===== src/rtl/rfsh_pkg.sv =====
package rfsh_pkg;

  typedef enum logic [1:0] {
    ST_IDLE = 2'd0,
    ST_LEAD = 2'd1,
    ST_ACT  = 2'd2,
    ST_PRE  = 2'd3
  } rfsh_st_e;

  function automatic int unsigned dev_rows(int unsigned small_dev);
    return (small_dev != 0) ? 2048 : 4096;
  endfunction

  function automatic int unsigned dev_interval_ms(int unsigned small_dev);
    return (small_dev != 0) ? 32 : 64;
  endfunction

  // clock cycles between requests: interval spread evenly over all rows
  function automatic int unsigned tick_default(int unsigned small_dev, int unsigned clk_khz);
    return (dev_interval_ms(small_dev) * clk_khz) / dev_rows(small_dev);
  endfunction

endpackage


===== src/rtl/rfsh_timer.sv =====
module rfsh_timer #(
  parameter int unsigned TICK_CYCLES = 1562
) (
  input  logic clk,
  input  logic rst,
  output logic tick
);
  localparam int unsigned CNT_W = (TICK_CYCLES > 2) ? $clog2(TICK_CYCLES) : 1;
  localparam logic [CNT_W-1:0] LAST = CNT_W'(TICK_CYCLES - 1);

  logic [CNT_W-1:0] cnt;

  always_ff @(posedge clk) begin
    if (rst) begin
      cnt <= '0;
    end else if (cnt == LAST) begin
      cnt <= '0;
    end else begin
      cnt <= cnt + 1'b1;
    end
  end

  assign tick = (cnt == LAST);

endmodule


===== src/rtl/rfsh_pending.sv =====
module rfsh_pending #(
  parameter int unsigned MAX_PEND = 4
) (
  input  logic clk,
  input  logic rst,
  input  logic tick,
  input  logic fin,
  output logic req,
  output logic urgent
);
  localparam int unsigned PW = $clog2(MAX_PEND + 1);
  localparam logic [PW-1:0] FULL = PW'(MAX_PEND);

  logic [PW-1:0] cnt, cnt_n;

  always_comb begin
    cnt_n = cnt;
    if (tick && !fin) begin
      if (cnt != FULL) cnt_n = cnt + 1'b1;
    end else if (fin && !tick) begin
      if (cnt != '0) cnt_n = cnt - 1'b1;
    end
  end

  always_ff @(posedge clk) begin
    if (rst) begin
      cnt    <= '0;
      req    <= 1'b0;
      urgent <= 1'b0;
    end else begin
      cnt    <= cnt_n;
      req    <= (cnt_n != '0);
      urgent <= (cnt_n == FULL);
    end
  end

endmodule


===== src/rtl/rfsh_seq.sv =====
module rfsh_seq
  import rfsh_pkg::*;
#(
  parameter int unsigned NUM_CAS  = 4,
  parameter int unsigned ROW_W    = 12,
  parameter int unsigned ROWS     = 4096,
  parameter int unsigned CAS_LEAD = 2,
  parameter int unsigned RAS_W    = 4,
  parameter int unsigned PRECH    = 3
) (
  input  logic               clk,
  input  logic               rst,
  input  logic               req,
  input  logic               gnt,
  input  logic               mode_cbr,
  output logic               fin,
  output logic               ras_n,
  output logic [NUM_CAS-1:0] cas_n,
  output logic [ROW_W-1:0]   addr,
  output logic               done
);
  localparam int unsigned MAXC_A = (CAS_LEAD > RAS_W) ? CAS_LEAD : RAS_W;
  localparam int unsigned MAXC   = (MAXC_A > PRECH) ? MAXC_A : PRECH;
  localparam int unsigned CW     = $clog2(MAXC + 1);
  localparam logic [CW-1:0] LEAD_LAST = CW'(CAS_LEAD - 1);
  localparam logic [CW-1:0] ACT_LAST  = CW'(RAS_W - 1);
  localparam logic [CW-1:0] PRE_LAST  = CW'(PRECH - 1);
  localparam logic [ROW_W-1:0] ROW_LAST = ROW_W'(ROWS - 1);

  rfsh_st_e         st, st_n;
  logic [CW-1:0]    cnt, cnt_n;
  logic             cbr, cbr_n;
  logic [ROW_W-1:0] row;

  always_comb begin
    st_n  = st;
    cnt_n = cnt + 1'b1;
    cbr_n = cbr;
    fin   = 1'b0;
    unique case (st)
      ST_IDLE: begin
        cnt_n = '0;
        if (req && gnt) begin
          cbr_n = mode_cbr;
          st_n  = mode_cbr ? ST_LEAD : ST_ACT;
        end
      end
      ST_LEAD: if (cnt == LEAD_LAST) begin
        st_n  = ST_ACT;
        cnt_n = '0;
      end
      ST_ACT: if (cnt == ACT_LAST) begin
        st_n  = ST_PRE;
        cnt_n = '0;
      end
      ST_PRE: if (cnt == PRE_LAST) begin
        st_n  = ST_IDLE;
        cnt_n = '0;
        fin   = 1'b1;
      end
      default: st_n = ST_IDLE;
    endcase
  end

  always_ff @(posedge clk) begin
    if (rst) begin
      st  <= ST_IDLE;
      cnt <= '0;
      cbr <= 1'b0;
    end else begin
      st  <= st_n;
      cnt <= cnt_n;
      cbr <= cbr_n;
    end
  end

  // row counter for row-only refresh; the device counts its own rows otherwise
  always_ff @(posedge clk) begin
    if (rst) begin
      row <= '0;
    end else if (fin && !cbr) begin
      row <= (row == ROW_LAST) ? '0 : row + 1'b1;
    end
  end

  // strobes registered from the next state so they line up with it
  always_ff @(posedge clk) begin
    if (rst) begin
      ras_n <= 1'b1;
      cas_n <= '1;
      addr  <= '0;
      done  <= 1'b0;
    end else begin
      ras_n <= (st_n != ST_ACT);
      cas_n <= (cbr_n && (st_n == ST_LEAD || st_n == ST_ACT)) ? '0 : '1;
      addr  <= (!cbr_n && st_n == ST_ACT) ? row : '0;
      done  <= fin;
    end
  end

endmodule


===== src/rtl/rfsh_sched.sv =====
module rfsh_sched
  import rfsh_pkg::*;
#(
  parameter int unsigned SMALL_DEV   = 0,
  parameter int unsigned CLK_KHZ     = 100000,
  parameter int unsigned TICK_CYCLES = tick_default(SMALL_DEV, CLK_KHZ),
  parameter int unsigned MAX_PEND    = 4,
  parameter int unsigned CAS_LEAD    = 2,
  parameter int unsigned RAS_W       = 4,
  parameter int unsigned PRECH       = 3,
  parameter int unsigned NUM_CAS     = 4,
  parameter int unsigned ROW_W       = 12
) (
  input  logic               clk,
  input  logic               rst,
  input  logic               mode_cbr,
  input  logic               ref_gnt,
  output logic               ref_req,
  output logic               ref_urgent,
  output logic               ras_n,
  output logic [NUM_CAS-1:0] cas_n,
  output logic [ROW_W-1:0]   addr,
  output logic               ref_done
);
  localparam int unsigned ROWS = dev_rows(SMALL_DEV);

  logic tick;
  logic fin;

  rfsh_timer #(.TICK_CYCLES(TICK_CYCLES)) u_timer (
    .clk  (clk),
    .rst  (rst),
    .tick (tick)
  );

  rfsh_pending #(.MAX_PEND(MAX_PEND)) u_pend (
    .clk    (clk),
    .rst    (rst),
    .tick   (tick),
    .fin    (fin),
    .req    (ref_req),
    .urgent (ref_urgent)
  );

  rfsh_seq #(
    .NUM_CAS  (NUM_CAS),
    .ROW_W    (ROW_W),
    .ROWS     (ROWS),
    .CAS_LEAD (CAS_LEAD),
    .RAS_W    (RAS_W),
    .PRECH    (PRECH)
  ) u_seq (
    .clk      (clk),
    .rst      (rst),
    .req      (ref_req),
    .gnt      (ref_gnt),
    .mode_cbr (mode_cbr),
    .fin      (fin),
    .ras_n    (ras_n),
    .cas_n    (cas_n),
    .addr     (addr),
    .done     (ref_done)
  );

endmodule


===== config.mk =====
export PLATFORM = sky130hd
export DESIGN_NAME = rfsh_sched
export DESIGN_NICKNAME = d
export VERILOG_FILES = /design/src/rtl/rfsh_pkg.sv /design/src/rtl/rfsh_timer.sv /design/src/rtl/rfsh_pending.sv /design/src/rtl/rfsh_seq.sv /design/src/rtl/rfsh_sched.sv
export SDC_FILE = /design/constraint.sdc
export NUM_CORES = 1
export LEC_CHECK = 0
export ABC_AREA = 1
export BUFFER_PORTS_ARGS = -buffer_cell sky130_fd_sc_hd__buf_4
export CORE_MARGIN = 10
export CORE_UTILIZATION = 52
export DETAILED_ROUTE_END_ITERATION = 10
export PLACE_DENSITY = 0.87
export RECOVER_POWER = 100
export REMOVE_ABC_BUFFERS = 1
export SYNTH_ARGS = -nofsm -noshare
export SYNTH_HDL_FRONTEND = slang
export SYNTH_SLANG_ARGS = --single-unit

===== constraint.sdc =====
create_clock -name clk -period 1.9 [get_ports clk]
set_clock_uncertainty 0.15 [all_clocks]
set_input_delay 0.38 -clock clk [delete_from_list [all_inputs] [get_ports clk]]
set_output_delay 0.38 -clock clk [all_outputs]
set_load 0.02 [all_outputs]

==> results of run 1 <==
==> metal layers <==
layer  GRT usage (%)  wire [µm]  up-vias
met5               0          0        -
met4            4.34         89        0
met3            4.45        279       11
met2            24.7       2960       46
met1            15.8       2270      974
li1                -          -     1053
==> kinds of logic after synthesis <==
family | after synthesis | share of synthesized area [%]
and+or+nand+nor | 160 | 31.4
buffers and inverters | 64 | 11.1
DFF | 49 | 43.2
AOI/OAI and AO/OA | 25 | 5.68
adders and majority gates | 12 | 6.62
xor gates and xnor gates | 5 | 1.93
==> critical path: stages, from the launching register on <==
cell and delay (ns):
dfxtp_1 0.52, inv_1 0.16, o21ai_0 0.27, nand2_1 0.11
nand2_1 0.09, ha_2 0.20, nand3_4 0.11, buf_16 0.17
nor2_1 0.09
==> power groups by stage <==
stage	clock network [mW]	registers (mW)	logic [mW]
after floorplan	0	1.06	0.0188
after global placement	0	1.06	0.0338
after detailed placement	0	1.06	0.0346
after CTS	0.764	1.04	0.0356
after global routing	0.804	1.04	0.0420
final	0.756	1.04	0.0372
==> sequential cells by signal (all words and copies together) (netlist names) <==
register,flops
u_seq.addr,12
u_seq.row,12
u_timer.cnt,11
u_pend.cnt,3
u_seq.cnt,3
u_seq.st,2
u_pend.req,1
u_pend.urgent,1
u_seq.cas_n,1
u_seq.cbr,1
u_seq.done,1
u_seq.ras_n,1
==> repair_timing <==
item / in CTS / in global routing
cloned: 1 / 0
resized for setup: 18 / 46
endpoints found under the hold margin: 0 / 0
buffers inserted: 3 / 3
endpoints found under the setup margin: 17 / 25
pin swaps: 7 / 10
==> metrics by stage <==
step	std cells	hold WS, ns	setup TNS, ns
floorplan	308	0.271	-1.05
finish	405	0.164	-0.335
global route	405	0.166	-1.08
global placement	390	0.283	-0.496
CTS	402	0.161	0
detailed placement	390	0.295	-2.80
==> cells in the final DEF, fill, tap and decap left out, types with 2 or more instances in the layout <==
| cell type | count |
|---|---|
| ha_4 | 3 |
| nor2_4 | 10 |
| nand2_2 | 5 |
| nand4_1 | 3 |
| dfxtp_2 | 2 |
| inv_2 | 4 |
| nand2_4 | 2 |
| dfxtp_1 | 46 |
| ha_2 | 2 |
| nor2_1 | 39 |
| clkbuf_1 | 16 |
| nand2_1 | 49 |
| nor2_2 | 12 |
| buf_6 | 3 |
| inv_1 | 53 |
| ha_1 | 7 |
| buf_4 | 18 |
| nand3_2 | 2 |
| a21oi_1 | 9 |
| xor2_1 | 4 |
| nor3_1 | 5 |
| a21oi_2 | 2 |
| nand3_4 | 2 |
| nor3b_1 | 4 |
| o21ai_0 | 11 |
| nand3_1 | 22 |
| clkbuf_8 | 5 |
| nor3_2 | 2 |
==> worst paths after layout <==
| check | start | to | slack (ns) | cells past startpoint |
|---|---|---|---|---|
| min | rst | u_pend.cnt[0] | 0.16 | 2 |
| max reg2reg | u_seq.st[0] | u_seq.addr[10] | -0.06 | 8 |
| min reg2reg | u_timer.cnt[0] | u_timer.cnt[0] | 0.31 | 1 |
| max | u_seq.st[0] | u_seq.addr[10] | -0.06 | 8 |
==> area by class of cell <==
class,count,area (µm²)
inverter,57,214
multi-input combinational,202,1240
sequential,49,987
clock buffer,5,68.8
timing repair buffer,39,277
clock inverter,3,43.8
tap,50,62.6
fill,298,1220
==> results.json, run 1 <==
{
  "status": "finished with violations",
  "failed_checks": "negative setup slack",
  "ys_seq_elements": 49,
  "coreArea_um2": 4120,
  "crit_required_ns": 2.00,
  "worst-endpoint-arrival_ns": 2.05,
  "syn_area_um2": 2270,
  "utilization_pct": 70.4,
  "grt-ovfl-total": 0,
  "yosysMostFrequentCell": "inv_1",
  "hold_class": "in2reg",
  "grt_pass1_wl_um": 8670,
  "drv_cap": 0,
  "synthDistinctLibCells": 25,
  "synthToLayoutAreaGrowth_pct": 27.6,
  "cts_sinks": 49,
  "rsz0062_at_grt": "yes",
  "synth_top_cell_by_area": "dfxtp_1",
  "final.min_clock_period_ns": 1.96,
  "synth_edf_count": 0,
  "ys_warn_count": 0,
  "yosys-top-cells-count": "inv_1, nor2_1, nand2_1, dfxtp_1, nand3_1",
  "power.internal_mw": 1.44,
  "switching_share_pct": 21.4,
  "final_area_um2": 2900,
  "worst_pin_slew_ns": 0.352,
  "slew_headroom_pct": 76.5,
  "cts_made_buffers": 5,
  "cts_tree": "built",
  "grt_max_degree": 17,
  "wl_per_cell_um": 13.8,
  "clk_pin_slew_ns": 0.10,
  "cts_hold_buf": 0,
  "die-width_um": 86.1,
  "comb_power_share_pct": 2.0,
  "path_max_fanout": 6,
  "place_area_um2": 2540,
  "p_per_area_nw_per_um2": 632,
  "drt_wl_total_um": 5590,
  "crit_path_end_kind": "flip-flop",
  "leakagePower_nw": 1.17,
  "grt_pass1_vias": 1948,
  "setup_violations": 13,
  "period_share_pct": 103,
  "switchingPower_mw": 0.392,
  "start_kind": "flip-flop",
  "setup_ws_ns": -0.0564,
  "yosysSeqAreaShare_pct": 43.2,
  "vias": 2084,
  "drc": 0,
  "dieArea_um2": 7400,
  "dp_hpwl_um": 3560,
  "ys.flop_type": "dfxtp_1",
  "cts_root_buf": "clkbuf_8",
  "synth.area.top_cells": "dfxtp_1, inv_1, nor2_1",
  "synth_top_area_share_pct": 43.2,
  "drt_first_pass_iters": 4,
  "port-buffer-count": 23,
  "track_usage_pct": 14.1,
  "antenna_cells": 0,
  "dpl_worst_slack_ns": -0.232,
  "ir_drop_uv": 621,
  "drt_iter0_drc": 165,
  "fin_nets": 370,
  "cts_max_level": 2,
  "async_flop_share_pct": 0,
  "viasPerCell": 5.15,
  "fmax_ghz": 0.511,
  "clock_latency_ns": 0.32,
  "critPathKind": "reg2reg",
  "avgSynthCellArea_um2": 7.20,
  "io_pins": 24,
  "clockBufferDepth": 2,
  "antenna_left": 0,
  "start_util_pct": 55.1,
  "fp.dieH_um": 86.1,
  "finalPower_mw": 1.83,
  "hold_violations": 0,
  "syn_inst": 315,
  "rows": 23,
  "slew_viol_final": 0,
  "seq_power_share_pct": 56.6,
  "antenna_found_initial": 0,
  "place.gp.congestion": 0.976,
  "clkPwrFrac_pct": 41.3,
  "drive_gt1_share_pct": 23.1
}
No activity file was read; power rests on OpenSTA's default activity.
==> run 2, diff against run 1 <==
GPL_TIMING_DRIVEN = 0   (was unset)
REMOVE_ABC_BUFFERS = unset   (was 1)
==> run 2 against run 1 <==
The flow now finishes without violations. Global-route usage fell by 1.3 points. Die area unchanged. Register-to-register slack better by 0.13 ns. Sequential power barely moved. Largest cell class unchanged. Highest routed layer unchanged.
==> results.json, run 2 (synthesis results as in run 1) <==
{
  "coreArea_um2": 4120,
  "slew_headroom_pct": 68.2,
  "critPathKind": "reg2reg",
  "hold_violations": 0,
  "r2r-end": "u_seq.addr[2]",
  "p_per_area_nw_per_um2": 665,
  "fin_nets": 366,
  "vias": 1974,
  "cts_made_buffers": 5,
  "cts_tree": "built",
  "crit_path_end_kind": "flip-flop",
  "ir_drop_uv": 514,
  "cts_root_buf": "clkbuf_8",
  "crit_required_ns": 1.96,
  "clockBufferDepth": 2,
  "io_pins": 24,
  "reg2reg_depth": 12,
  "drc": 0,
  "finalPower_mw": 1.82,
  "grt_max_degree": 17,
  "grt-ovfl-total": 0,
  "dieArea_um2": 7400,
  "status": "finished, final reports clean",
  "drt_first_pass_iters": 4,
  "wl_per_cell_um": 12.2,
  "path_max_fanout": 5,
  "place.gp.congestion": 0.840,
  "die-width_um": 86.1,
  "cp_cell_sequence": "inv_4 > ha_4 > nand2_4 > inv_4 > o21ai_4 > inv_2 > a21oi_2 > a21oi_2 > ha_2 > nand3_4 > buf_8 > nor2_1",
  "num-fill-cells": 349,
  "holdWs_ns": 0.179,
  "synth_nets": 331,
  "period_share_pct": 96.2,
  "cp_num_buf_inv": 4,
  "rows": 23,
  "fp.dieH_um": 86.1,
  "largest_registers": "u_seq.addr x12, u_seq.row x12, u_timer.cnt x11",
  "grt_pass1_wl_um": 7960,
  "clock_latency_ns": 0.30,
  "clk_pin_slew_ns": 0.09,
  "reg2reg_from": "u_seq.cnt[0]",
  "drt_wl_total_um": 4910,
  "start_util_pct": 55.1,
  "crit_family": "flip-flops",
  "worst_pin_slew_ns": 0.478,
  "drt_iter0_drc": 139,
  "seq_area_um2": 988,
  "worst-endpoint-arrival_ns": 1.89,
  "slew_viol_final": 0,
  "antenna_found_initial": 0,
  "cts_sinks": 49,
  "grt_pass1_vias": 1882,
  "setup_violations": 0,
  "worstHoldPathCells": 3,
  "antenna_cells": 0,
  "min_from": "mode_cbr",
  "final.min_clock_period_ns": 1.83,
  "hold_class": "in2reg",
  "drive_gt1_share_pct": 17.4,
  "hold_end": "u_seq.st[0]",
  "crit_start": "u_seq.cnt[0]",
  "track_usage_pct": 12.8,
  "synthToLayoutAreaGrowth_pct": 21.0,
  "viasPerCell": 4.92,
  "fmax_ghz": 0.547,
  "antenna_left": 0,
  "cts_max_level": 2,
  "port-buffer-count": 22,
  "start_kind": "flip-flop",
  "leakagePower_nw": 1.12,
  "layout_common_cells": "inv_1, nand2_1, nor2_1, dfxtp_1, nand3_1",
  "drv_cap": 0,
  "critPathMaxStageDelay_ns": 0.40,
  "multiInputGateArea_um2": 1170,
  "dp_hpwl_um": 3430,
  "r2r_slack_ns": 0.07,
  "cts_hold_buf": 0,
  "slowest_stage": "dfxtp_4"
}
==> run 2: layer usage <==
metal / part of all wire [%] / vias to the layer above / wire [µm] / GRT usage, %
met1: 45 / 881 / 2190 / 14.5
met2: 48 / 43 / 2350 / 21.7
met3: 5.5 / 10 / 270 / 3.60
met4: 2.0 / 0 / 98 / 6.14
li1: - / 1040 / - / -
met5: 0 / - / 0 / 0
==> run 2: layout make-up <==
cell class / instances / share of cell area [%]
Multi-Input combinational cell: 202 / 42.5
Clock buffer: 5 / 2.51
Sequential cell: 49 / 36.0
Buffer: 7 / 1.78
Clock inverter: 3 / 1.60
Timing Repair Buffer: 28 / 5.33
Tap cell: 50 / 2.28
Inverter: 57 / 7.98
==> run 2: where the power goes <==
part	internal, mW	switching [mW]
Combinational	0.0109	0.0240
Clock	0.395	0.358
Sequential	1.03	0.00599
Total	1.44	0.388
==> run 2: stage by stage <==
stage	util, %	setup WS, ns	TNS (ns)	instance area, µm²	instances
detailed placement	60.9	-0.246	-2.70	2500	387
global placement	60.9	-0.195	-1.88	2500	387
finish	66.7	0.0723	0	2750	401
floorplan	-	0.0208	0	2280	315
CTS	65.2	0.0110	0	2680	399
global route	66.7	-0.0343	-0.0361	2750	401
==> run 2: how the worst max path moves through the flow <==
stage | end | slack, ns | depth (start not counted)
after global routing | u_seq.row[6] | -0.03 | 9
after CTS | u_seq.addr[11] | 0.01 | 12
after global placement | u_seq.addr[10] | -0.19 | 12
after detailed placement | u_seq.addr[8] | -0.25 | 12
after floorplan | u_seq.addr[7] | 0.02 | 12
final | u_seq.addr[2] | 0.07 | 12
==> run 2: repair_timing <==
item | in CTS | in global routing
pin swaps | 5 | 4
cloned | 1 | 0
resized for setup | 12 | 36
setup buffers | 3 | 2
setup endpoints to repair | 13 | 33
==> run 2: tightest hold or removal path: cells and delay by family <==
kind | cells | cell delay [ns]
buffers and inverters | 1 | 0.09
AND/OR/NAND/NOR | 1 | 0.07
AO/OA/AOI/OAI | 1 | 0.06
==> run 3, diff against run 2 <==
ABC_CLOCK_PERIOD_IN_PS = 1750   (was unset)
CORE_UTILIZATION = 58   (was 52)
PLACE_DENSITY = 0.91   (was 0.87)
SETUP_SLACK_MARGIN = 0.15   (was unset)
clock period = 1.75 ns   (was 1.9 ns; I/O delays follow)
==> run 3 against run 2 <==
The flow now finishes with violations (negative setup slack). Highest routed layer unchanged. Register-to-register slack worse by 0.35 ns. Sequential power up 8%. Design area up 20%. Worst hold slack better by 0.011 ns. Cell count up 5.0%. Largest power group unchanged. Wire length up 82%.
==> results.json, run 3 (synthesis results as in run 1) <==
{
  "status": "finished with violations",
  "failed_checks": "negative setup slack",
  "final.min_clock_period_ns": 2.03,
  "setup_violations": 29,
  "clkPwrFrac_pct": 45.6,
  "coreArea_um2": 3720,
  "dp_cells": 385,
  "instances_no_fill": 421,
  "layout_common_cells": "inv_1, nand2_1, buf_4, nor2_1, dfxtp_1",
  "die-width_um": 82.5,
  "grt_max_degree": 17,
  "hold_violations": 0,
  "p_per_area_nw_per_um2": 668,
  "dp_hpwl_um": 3580,
  "grt_pass1_vias": 2175,
  "vias": 2621,
  "antenna_found_initial": 0,
  "multiInputGateArea_um2": 1390,
  "period_share_pct": 116,
  "port-buffer-count": 22,
  "place_area_um2": 2540,
  "grt_pass1_wl_um": 9860,
  "crit_required_ns": 1.83,
  "rows": 22,
  "cts_sinks": 49,
  "place.gp.congestion": 0.880,
  "dieArea_um2": 6810,
  "ir_drop_uv": 879,
  "drt_wl_total_um": 8920,
  "clk_pin_slew_ns": 0.10,
  "viasPerCell": 6.23,
  "utilization_pct": 88.7,
  "synth_nets": 331,
  "io_pins": 24,
  "slew_viol_final": 0,
  "cts_tree": "built",
  "clockBufferDepth": 2,
  "fin_nets": 388,
  "rsz0062_at_grt": "yes",
  "finalPower_mw": 2.20,
  "setup_ws_ns": -0.276,
  "cts_root_buf": "clkbuf_8",
  "cts_max_level": 2,
  "switchingPower_mw": 0.478,
  "synthToLayoutAreaGrowth_pct": 45.3,
  "grt-ovfl-total": 0,
  "slew_headroom_pct": 53.4,
  "num-fill-cells": 138,
  "drt_first_pass_iters": 5,
  "cts_hold_buf": 0,
  "drc": 0,
  "crit_path_end_kind": "flip-flop",
  "fp.dieH_um": 82.5,
  "seq_power_share_pct": 51.0,
  "track_usage_pct": 18.4,
  "cts_made_buffers": 5,
  "wl_per_cell_um": 21.2,
  "clock_latency_ns": 0.32,
  "antenna_left": 0,
  "start_util_pct": 61.0,
  "drv_cap": 0,
  "largest_registers": "u_seq.addr x12, u_seq.row x12, u_timer.cnt x11",
  "fmax_ghz": 0.494,
  "hold_class": "in2reg",
  "worst_pin_slew_ns": 0.699,
  "critPathKind": "reg2reg",
  "seq_area_um2": 1010,
  "drive_gt1_share_pct": 39.9,
  "power.internal_mw": 1.72,
  "worst-endpoint-arrival_ns": 2.11,
  "final_area_um2": 3300,
  "comb_power_share_pct": 3.4,
  "switching_share_pct": 21.7,
  "drt_iter0_drc": 413,
  "start_kind": "flip-flop",
  "layout_commonest_cell": "inv_1",
  "path_max_fanout": 5,
  "leakagePower_nw": 1.39,
  "holdWs_ns": 0.190,
  "antenna_cells": 0
}
[run 3: changes by cell type in the layout (fill, tap and decap cells not counted), moves of 4 or more]
cell      previous run  this run
buf_4                8        43
buf_6                1        11
clkbuf_1            21         1
clkbuf_4             4         0
dfxtp_1             45        36
dfxtp_2              3         8
dfxtp_4              1         5
nand2_1             52        44
nand2_2              2         9
nand3_1             23        16
nand3_2              2         7
nor2_1              48        39
nor2_4               5        14
[run 3: worst paths after layout]
kind / startpoint / to / slack [ns] / depth (start not counted)
max: u_seq.cnt[0] / u_seq.addr[1] / -0.28 / 12
min: rst / u_pend.cnt[0] / 0.19 / 2
max reg2reg: u_seq.cnt[0] / u_seq.addr[1] / -0.28 / 12
min reg2reg: u_seq.row[10] / u_seq.addr[10] / 0.33 / 2
[run 3: power by group through the flow]
stage                     Combinational (mW)  Sequential (mW)  Clock, mW
after floorplan                       0.0246             1.15          0
after global placement                0.0356             1.15          0
after detailed placement              0.0368             1.15          0
after CTS                             0.0494             1.12      0.967
after global routing                  0.0781             1.12       1.02
final                                 0.0742             1.12       1.00
[run 3: per-layer routing]
| metal | global-route usage (%) | routed length (µm) | vias to the layer above |
|---|---|---|---|
| met1 | 18.7 | 2920 | 1195 |
| met5 | 0 | 0 | - |
| met3 | 4.10 | 868 | 95 |
| met2 | 33.7 | 4340 | 237 |
| li1 | - | - | 1094 |
| met4 | 10.7 | 792 | 0 |
[run 3: stage by stage]
stage	setup slack [ns]	setup TNS, ns
floorplan	0.0630	0
global placement	-0.104	-1.09
detailed placement	-0.160	-1.56
CTS	-0.0901	-1.04
global route	-0.316	-5.31
finish	-0.276	-4.19
[run 3: what timing repair did]
action                                  4_1_cts  5_1_grt
endpoints found under the setup margin       41       44
buffers inserted                             15       12
gates resized for setup                      57       59
cloned                                        1        0
pin swaps                                    16       18
[run 3: area by class of cell]
type                    instances  share of cell area, %
repair buffers                 50                   12.8
multi-input cells             202                   42.3
inverters                      57                   6.64
clock buffers                   5                   2.09
flip-flops and latches         49                   30.6
well taps                      48                   1.82
clock inverters                 3                   2.09
plain buffers                   7                   1.63
[run 3: worst max-delay path, cell delays in order, from the launching register on]
cell and delay, ns:
dfxtp_4 0.39, inv_2 0.07, ha_4 0.14, nand2_4 0.07, inv_2 0.10, o21ai_4 0.07
inv_2 0.08, a21oi_2 0.05, a21oi_2 0.19, ha_4 0.18, nand3_4 0.10, buf_6 0.16
nor2_1 0.19
